<file path="src/rtl/phycfg_pkg.sv">
package phycfg_pkg;

    localparam int HALF_W     = 16;
    localparam int WORD_W     = 2 * HALF_W;

    // control word field layout
    localparam int STROBE_BIT = 0;
    localparam int ADDR_LSB   = 1;
    localparam int ADDR_W     = 6;
    localparam int DATA_LSB   = ADDR_LSB + ADDR_W;
    localparam int DATA_W     = 4;
    localparam int RADDR_W    = 10;

    // status word layout
    localparam int RDATA_W    = 9;
    localparam int LOCK_BIT   = 9;
    localparam int PLLOUT_BIT = 10;

    // lane word layout
    localparam int LANE_LSB   = 3;

    typedef enum logic [1:0] {
        SEL_CFG  = 2'd0,
        SEL_LANE = 2'd1,
        SEL_STAT = 2'd2,
        SEL_NONE = 2'd3
    } word_sel_e;

    function automatic logic [HALF_W-1:0] merge_masked(
        input logic [HALF_W-1:0] old_val,
        input logic [WORD_W-1:0] wr_word
    );
        logic [HALF_W-1:0] mask;
        mask = wr_word[WORD_W-1:HALF_W];
        return (old_val & ~mask) | (wr_word[HALF_W-1:0] & mask);
    endfunction

endpackage

</file>
<file path="src/rtl/phycfg_mask_reg.sv">
module phycfg_mask_reg
    import phycfg_pkg::*;
#(
    parameter int W = HALF_W
) (
    input  logic              clk,
    input  logic              rst_n,
    input  logic              wr_en,
    input  logic [2*W-1:0]    wr_word,
    output logic [W-1:0]      q
);

    logic [W-1:0] val_d, val_q;

    always_comb begin
        val_d = val_q;
        if (wr_en) begin
            for (int i = 0; i < W; i++) begin
                if (wr_word[W+i]) val_d[i] = wr_word[i];
            end
        end
    end

    always_ff @(posedge clk) begin
        if (!rst_n) val_q <= '0;
        else        val_q <= val_d;
    end

    assign q = val_q;

    // bits without a mask bit keep their value
    p_unmasked_hold_r2: assert property (@(posedge clk) disable iff (!rst_n)
        wr_en |=> (((val_q ^ $past(val_q)) & ~$past(wr_word[2*W-1:W])) == '0));

    // nothing changes without a write
    p_idle_stable_r10: assert property (@(posedge clk) disable iff (!rst_n)
        !wr_en |=> $stable(val_q));

endmodule

</file>
<file path="src/rtl/phycfg_strobe.sv">
module phycfg_strobe (
    input  logic clk,
    input  logic rst_n,
    input  logic level,
    output logic pulse
);

    logic prev_d, prev_q;

    always_comb prev_d = level;

    always_ff @(posedge clk) begin
        if (!rst_n) prev_q <= 1'b0;
        else        prev_q <= prev_d;
    end

    assign pulse = level & ~prev_q;

    // a pulse only follows a 0-to-1 step of the level
    p_pulse_on_rise_r5: assert property (@(posedge clk) disable iff (!rst_n)
        pulse |-> (level && !$past(level)));

    // a pulse never lasts two cycles
    p_pulse_single_r5: assert property (@(posedge clk) disable iff (!rst_n)
        pulse |=> !pulse);

endmodule

</file>
<file path="src/rtl/phycfg_bridge.sv">
module phycfg_bridge
    import phycfg_pkg::*;
#(
    parameter int NUM_LANES = 4
) (
    input  logic                 clk,
    input  logic                 rst_n,
    input  logic                 host_we,
    input  logic                 host_re,
    input  logic [1:0]           host_sel,
    input  logic [WORD_W-1:0]    host_wdata,
    output logic [WORD_W-1:0]    host_rdata,
    output logic [ADDR_W-1:0]    phy_cfg_addr,
    output logic [DATA_W-1:0]    phy_cfg_data,
    output logic                 phy_cfg_wr,
    output logic [RADDR_W-1:0]   phy_rd_addr,
    input  logic [RDATA_W-1:0]   phy_rd_data,
    input  logic                 pll_locked,
    input  logic                 pll_out_on,
    output logic [NUM_LANES-1:0] lane_idle
);

    localparam int LANE_MSB = LANE_LSB + NUM_LANES - 1;

    typedef struct packed {
        logic [HALF_W-1:0] stat;
        logic [WORD_W-1:0] rdata;
    } rd_state_t;

    rd_state_t rs_d, rs_q;

    logic [HALF_W-1:0] cfg_word;
    logic [HALF_W-1:0] lane_word;
    logic              cfg_we, lane_we;

    assign cfg_we  = host_we && (word_sel_e'(host_sel) == SEL_CFG);
    assign lane_we = host_we && (word_sel_e'(host_sel) == SEL_LANE);

    phycfg_mask_reg #(.W(HALF_W)) u_cfg (
        .clk     (clk),
        .rst_n   (rst_n),
        .wr_en   (cfg_we),
        .wr_word (host_wdata),
        .q       (cfg_word)
    );

    phycfg_mask_reg #(.W(HALF_W)) u_lane (
        .clk     (clk),
        .rst_n   (rst_n),
        .wr_en   (lane_we),
        .wr_word (host_wdata),
        .q       (lane_word)
    );

    phycfg_strobe u_strobe (
        .clk   (clk),
        .rst_n (rst_n),
        .level (cfg_word[STROBE_BIT]),
        .pulse (phy_cfg_wr)
    );

    always_comb begin
        rs_d = rs_q;
        rs_d.stat = '0;
        rs_d.stat[RDATA_W-1:0] = phy_rd_data;
        rs_d.stat[LOCK_BIT]    = pll_locked;
        rs_d.stat[PLLOUT_BIT]  = pll_out_on;
        if (host_re) begin
            unique case (word_sel_e'(host_sel))
                SEL_CFG:  rs_d.rdata = {{HALF_W{1'b0}}, cfg_word};
                SEL_LANE: rs_d.rdata = {{HALF_W{1'b0}}, lane_word};
                SEL_STAT: rs_d.rdata = {{HALF_W{1'b0}}, rs_q.stat};
                default:  rs_d.rdata = '0;
            endcase
        end
    end

    always_ff @(posedge clk) begin
        if (!rst_n) rs_q <= '0;
        else        rs_q <= rs_d;
    end

    assign host_rdata   = rs_q.rdata;
    assign phy_cfg_addr = cfg_word[ADDR_LSB +: ADDR_W];
    assign phy_cfg_data = cfg_word[DATA_LSB +: DATA_W];
    assign phy_rd_addr  = cfg_word[ADDR_LSB +: RADDR_W];
    assign lane_idle    = lane_word[LANE_MSB:LANE_LSB];

    // upper half of read data is always zero
    p_upper_zero_r3: assert property (@(posedge clk) disable iff (!rst_n)
        host_rdata[WORD_W-1:HALF_W] == '0);

    // read data holds when no read is requested
    p_rdata_hold_r11: assert property (@(posedge clk) disable iff (!rst_n)
        !host_re |=> $stable(host_rdata));

    // lane controls move only on a write
    p_lane_stable_r9: assert property (@(posedge clk) disable iff (!rst_n)
        !host_we |=> $stable(lane_idle));

    // without a write no new configuration pulse may start
    p_no_pulse_idle_r6: assert property (@(posedge clk) disable iff (!rst_n)
        !host_we |=> !phy_cfg_wr);

endmodule

</file>
<file path="config.mk">
export PLATFORM = sky130hd
export DESIGN_NAME = phycfg_bridge
export DESIGN_NICKNAME = d
export VERILOG_FILES = /design/src/rtl/phycfg_pkg.sv /design/src/rtl/phycfg_mask_reg.sv /design/src/rtl/phycfg_strobe.sv /design/src/rtl/phycfg_bridge.sv
export SDC_FILE = /design/constraint.sdc
export NUM_CORES = 1
export LEC_CHECK = 0
export BUFFER_PORTS_ARGS = -buffer_cell sky130_fd_sc_hd__buf_4
export CORE_ASPECT_RATIO = 0.8
export CORE_MARGIN = 8
export CORE_UTILIZATION = 50
export CTS_CLUSTER_DIAMETER = 150
export DETAILED_ROUTE_END_ITERATION = 10
export PLACE_DENSITY = 0.9
export SYNTH_ARGS = -nofsm -noshare
export SYNTH_HDL_FRONTEND = slang
export SYNTH_SLANG_ARGS = --single-unit
</file>
<file path="constraint.sdc">
create_clock -name clk -period 1.3 [get_ports clk]
set_input_delay 0.065 -clock clk [delete_from_list [all_inputs] [get_ports clk]]
set_output_delay 0.065 -clock clk [all_outputs]
set_load 0.03 [all_outputs]
</file>
==> flow_metrics.tcl <==
set metrics [dict create \
    path_class "input pin to flop" \
    status "finished clean" \
    syn_area_um2 3022 \
    vias_per_cell 4.994 \
    worst_path_largest_cell_delay_ns 0.55 \
    clk_pin_slew_ns 0.07 \
    hold_depth 2 \
    wl_per_cell_um 15.35 \
    cts_made_buffers 9 \
    worst-path-buf-inv 3 \
    layout-drive-gt1-share 0.3535 \
    fp.dieH_um 85.53 \
    drcViolationCount 0 \
    finalSetupViolations 0 \
    holdPathEnd "u_lane.q[14]$_SDFFE_PN0P_" \
    syn_avg_cell_area_um2 9.212 \
    dieArea_um2 8802 \
    yosys_register_bits 60 \
    routed_wl_um 7844 \
    r2r_start "u_lane.q[1]$_SDFFE_PN0P_" \
    place_congestion 0.7923 \
    path_delay_family "buffers and inverters" \
    numClockSinks 60 \
    area_growth_pct 35.86 \
    dr.pass1.iters 4 \
    antenna_found_initial 0 \
    holdCritPathClass "input pin to flop" \
    start_util 0.5138 \
    slew_violations 0 \
    cp.required_ns 1.53 \
    period_share 0.9806 \
    yosysSeqAreaShare 0.3975 \
    cts_tree "yes" \
    ir_drop_uv 779.8 \
    crit_fanout 4 \
    skew_ns 0.006130 \
    yosys_warnings 0 \
    worst_r2r_path_depth 4 \
    hp-start "host_wdata[30]" \
    syn_inst 328 \
    portBuffers 89 \
    ant_nets 0 \
    hold_ws_ns 0.002339 \
    path_cells "dlygate4sd3_1 > buf_4 > a21oi_2 > a41o_1 > dlygate4sd3_1" \
    min_period_ns 1.275 \
    fin_setup_tns_ns 0 \
    r2r_slack_ns 0.03 \
    n_antenna_cell 0 \
    final_common_cell "buf_4" \
    cts-root-buf "clkbuf_8" \
    power_density_nw_per_um2 1080 \
    max_cap_viol_count 0 \
    nets 474 \
    finalHoldViolations 0 \
    cpMostUsedCell "dlygate4sd3_1" \
    vias 2552 \
    initialDrtViolationCount 103 \
    grt_overflow 0 \
    hpwlAfterDp_um 5188 \
    grt_max_degree 56 \
    yosys.cell_types.count 24 \
    cts_htree_levels 3 \
    rows 25 \
    core-area_um2 5881 \
    io_pins 106 \
    power_leakage_nw 2.061 \
    worstPathArrival_ns 1.50 \
    utilization 0.6981 \
    cp_slowest_cell "dlygate4sd3_1" \
    grt_pass1_wl_um 11790 \
    mostFrequentLayoutCells "104 x buf_4, 53 x dfxtp_1, 42 x nand2_1, 39 x dlygate4sd3_1, 32 x a41o_1" \
    r2r_end "u_lane.q[1]$_SDFFE_PN0P_" \
    max_freq_ghz 0.7845 \
    die_w_um 102.9 \
    track_usage 0.1712 \
    grt_pass1_vias 2563 \
    critical_path.startpoint_type "input pin" \
    end_kind "flop" \
    rsz0062_at_grt "yes" \
    clk_path_buf_depth 2 \
    clkLatencyLatePin_ns 0.34 \
]
[worst register-to-register path, stage by stage, from the launching register on]
cell	delay [ns]
dfxtp_1	0.31
nand2_1	0.07
a21oi_2	0.03
a41o_1	0.19
dlygate4sd3_1	0.55
[registers in the layout, indices dropped and copies added, names as in the netlist]
signal,cells
host_rdata,16
u_lane.q,16
u_cfg.q,16
u_strobe.prev_q,1
rs_q,11
[how the worst max path moves through the flow]
stage                                  start  cells after the start  slack (ns)                        end
floorplan                        host_sel[0]                      5        0.33   u_lane.q[0]$_SDFFE_PN0P_
global placement                 host_sel[0]                      5        0.22  u_lane.q[10]$_SDFFE_PN0P_
detailed placement               host_sel[0]                      5        0.17  u_lane.q[10]$_SDFFE_PN0P_
CTS                  u_cfg.q[6]$_SDFFE_PN0P_                      4        0.01    u_cfg.q[6]$_SDFFE_PN0P_
global route        u_lane.q[1]$_SDFFE_PN0P_                      4      -0.008   u_lane.q[1]$_SDFFE_PN0P_
finish                        host_wdata[17]                      5        0.03   u_lane.q[1]$_SDFFE_PN0P_
[cell usage after synthesis]
| cell | n | area (um2) |
|---|---|---|
| a21boi_0 | 1 | 7.510 |
| a21oi_1 | 21 | 105.1 |
| a21oi_2 | 10 | 87.58 |
| a31oi_1 | 11 | 68.82 |
| a41o_1 | 32 | 320.3 |
| and2_1 | 17 | 106.4 |
| and3b_1 | 1 | 8.760 |
| buf_12 | 1 | 20.02 |
| buf_2 | 6 | 30.03 |
| buf_4 | 57 | 427.9 |
| buf_6 | 6 | 67.56 |
| clkbuf_1 | 10 | 37.54 |
| conb_1 | 1 | 3.750 |
| dfxtp_1 | 60 | 1201 |
| inv_1 | 5 | 18.77 |
| mux2i_1 | 16 | 160.2 |
| nand2_1 | 42 | 157.7 |
| nand2b_1 | 1 | 6.260 |
| nor2b_1 | 2 | 12.51 |
| nor3b_4 | 1 | 18.77 |
| o21ai_0 | 11 | 55.05 |
| o22ai_1 | 5 | 31.28 |
| or2_0 | 5 | 31.28 |
| or2_2 | 6 | 37.54 |
[routing by layer]
layer | GRT usage | wire length, um | share of wire
met1 | 0.1730 | 2953 | 0.38
met2 | 0.3095 | 4144 | 0.53
met3 | 0.07039 | 615 | 0.078
met4 | 0.05505 | 131 | 0.017
met5 | 0 | 0 | 0
[final cells by class]
class                   instances  area [um2]
repair buffers                151        1284
well taps                      81       101.3
clock buffers                   9       123.9
fillers                       450        1775
inverters                       5       18.77
clock inverters                 7       91.34
multi-input cells             198        1276
flip-flops and latches         60        1210
[power by group]
group,internal [W],switching [W]
sequential,0.00190,0.0000300
combinational,0.000323,0.000369
clock,0.00107,0.000742
total,0.00329,0.00114
[cell families after synthesis]
group,synth area share
buf+inv,0.1992
mux,0.05300
compound gates,0.2236
simple gates,0.1255
flops,0.3975
other cells,0.001241
[per-stage QoR]
stage | cell area [um2] | power (W) | std cells | setup slack (ns)
floorplan | 3078 | 0.002377 | 343 | 0.3274
global placement | 3357 | 0.002515 | 442 | 0.2153
detailed placement | 3357 | 0.002531 | 442 | 0.1730
CTS | 4023 | 0.004433 | 503 | 0.01374
global route | 4105 | 0.004599 | 511 | -0.007814
finish | 4105 | 0.004433 | 511 | 0.02528
[what timing repair did]
item,4_1_cts,5_1_grt
buffers inserted,0,13
hold endpoints to repair,43,0
setup endpoints to repair,0,9
resized for setup,0,15
hold buffers,45,0
No activity file was read; power rests on OpenSTA's default activity.
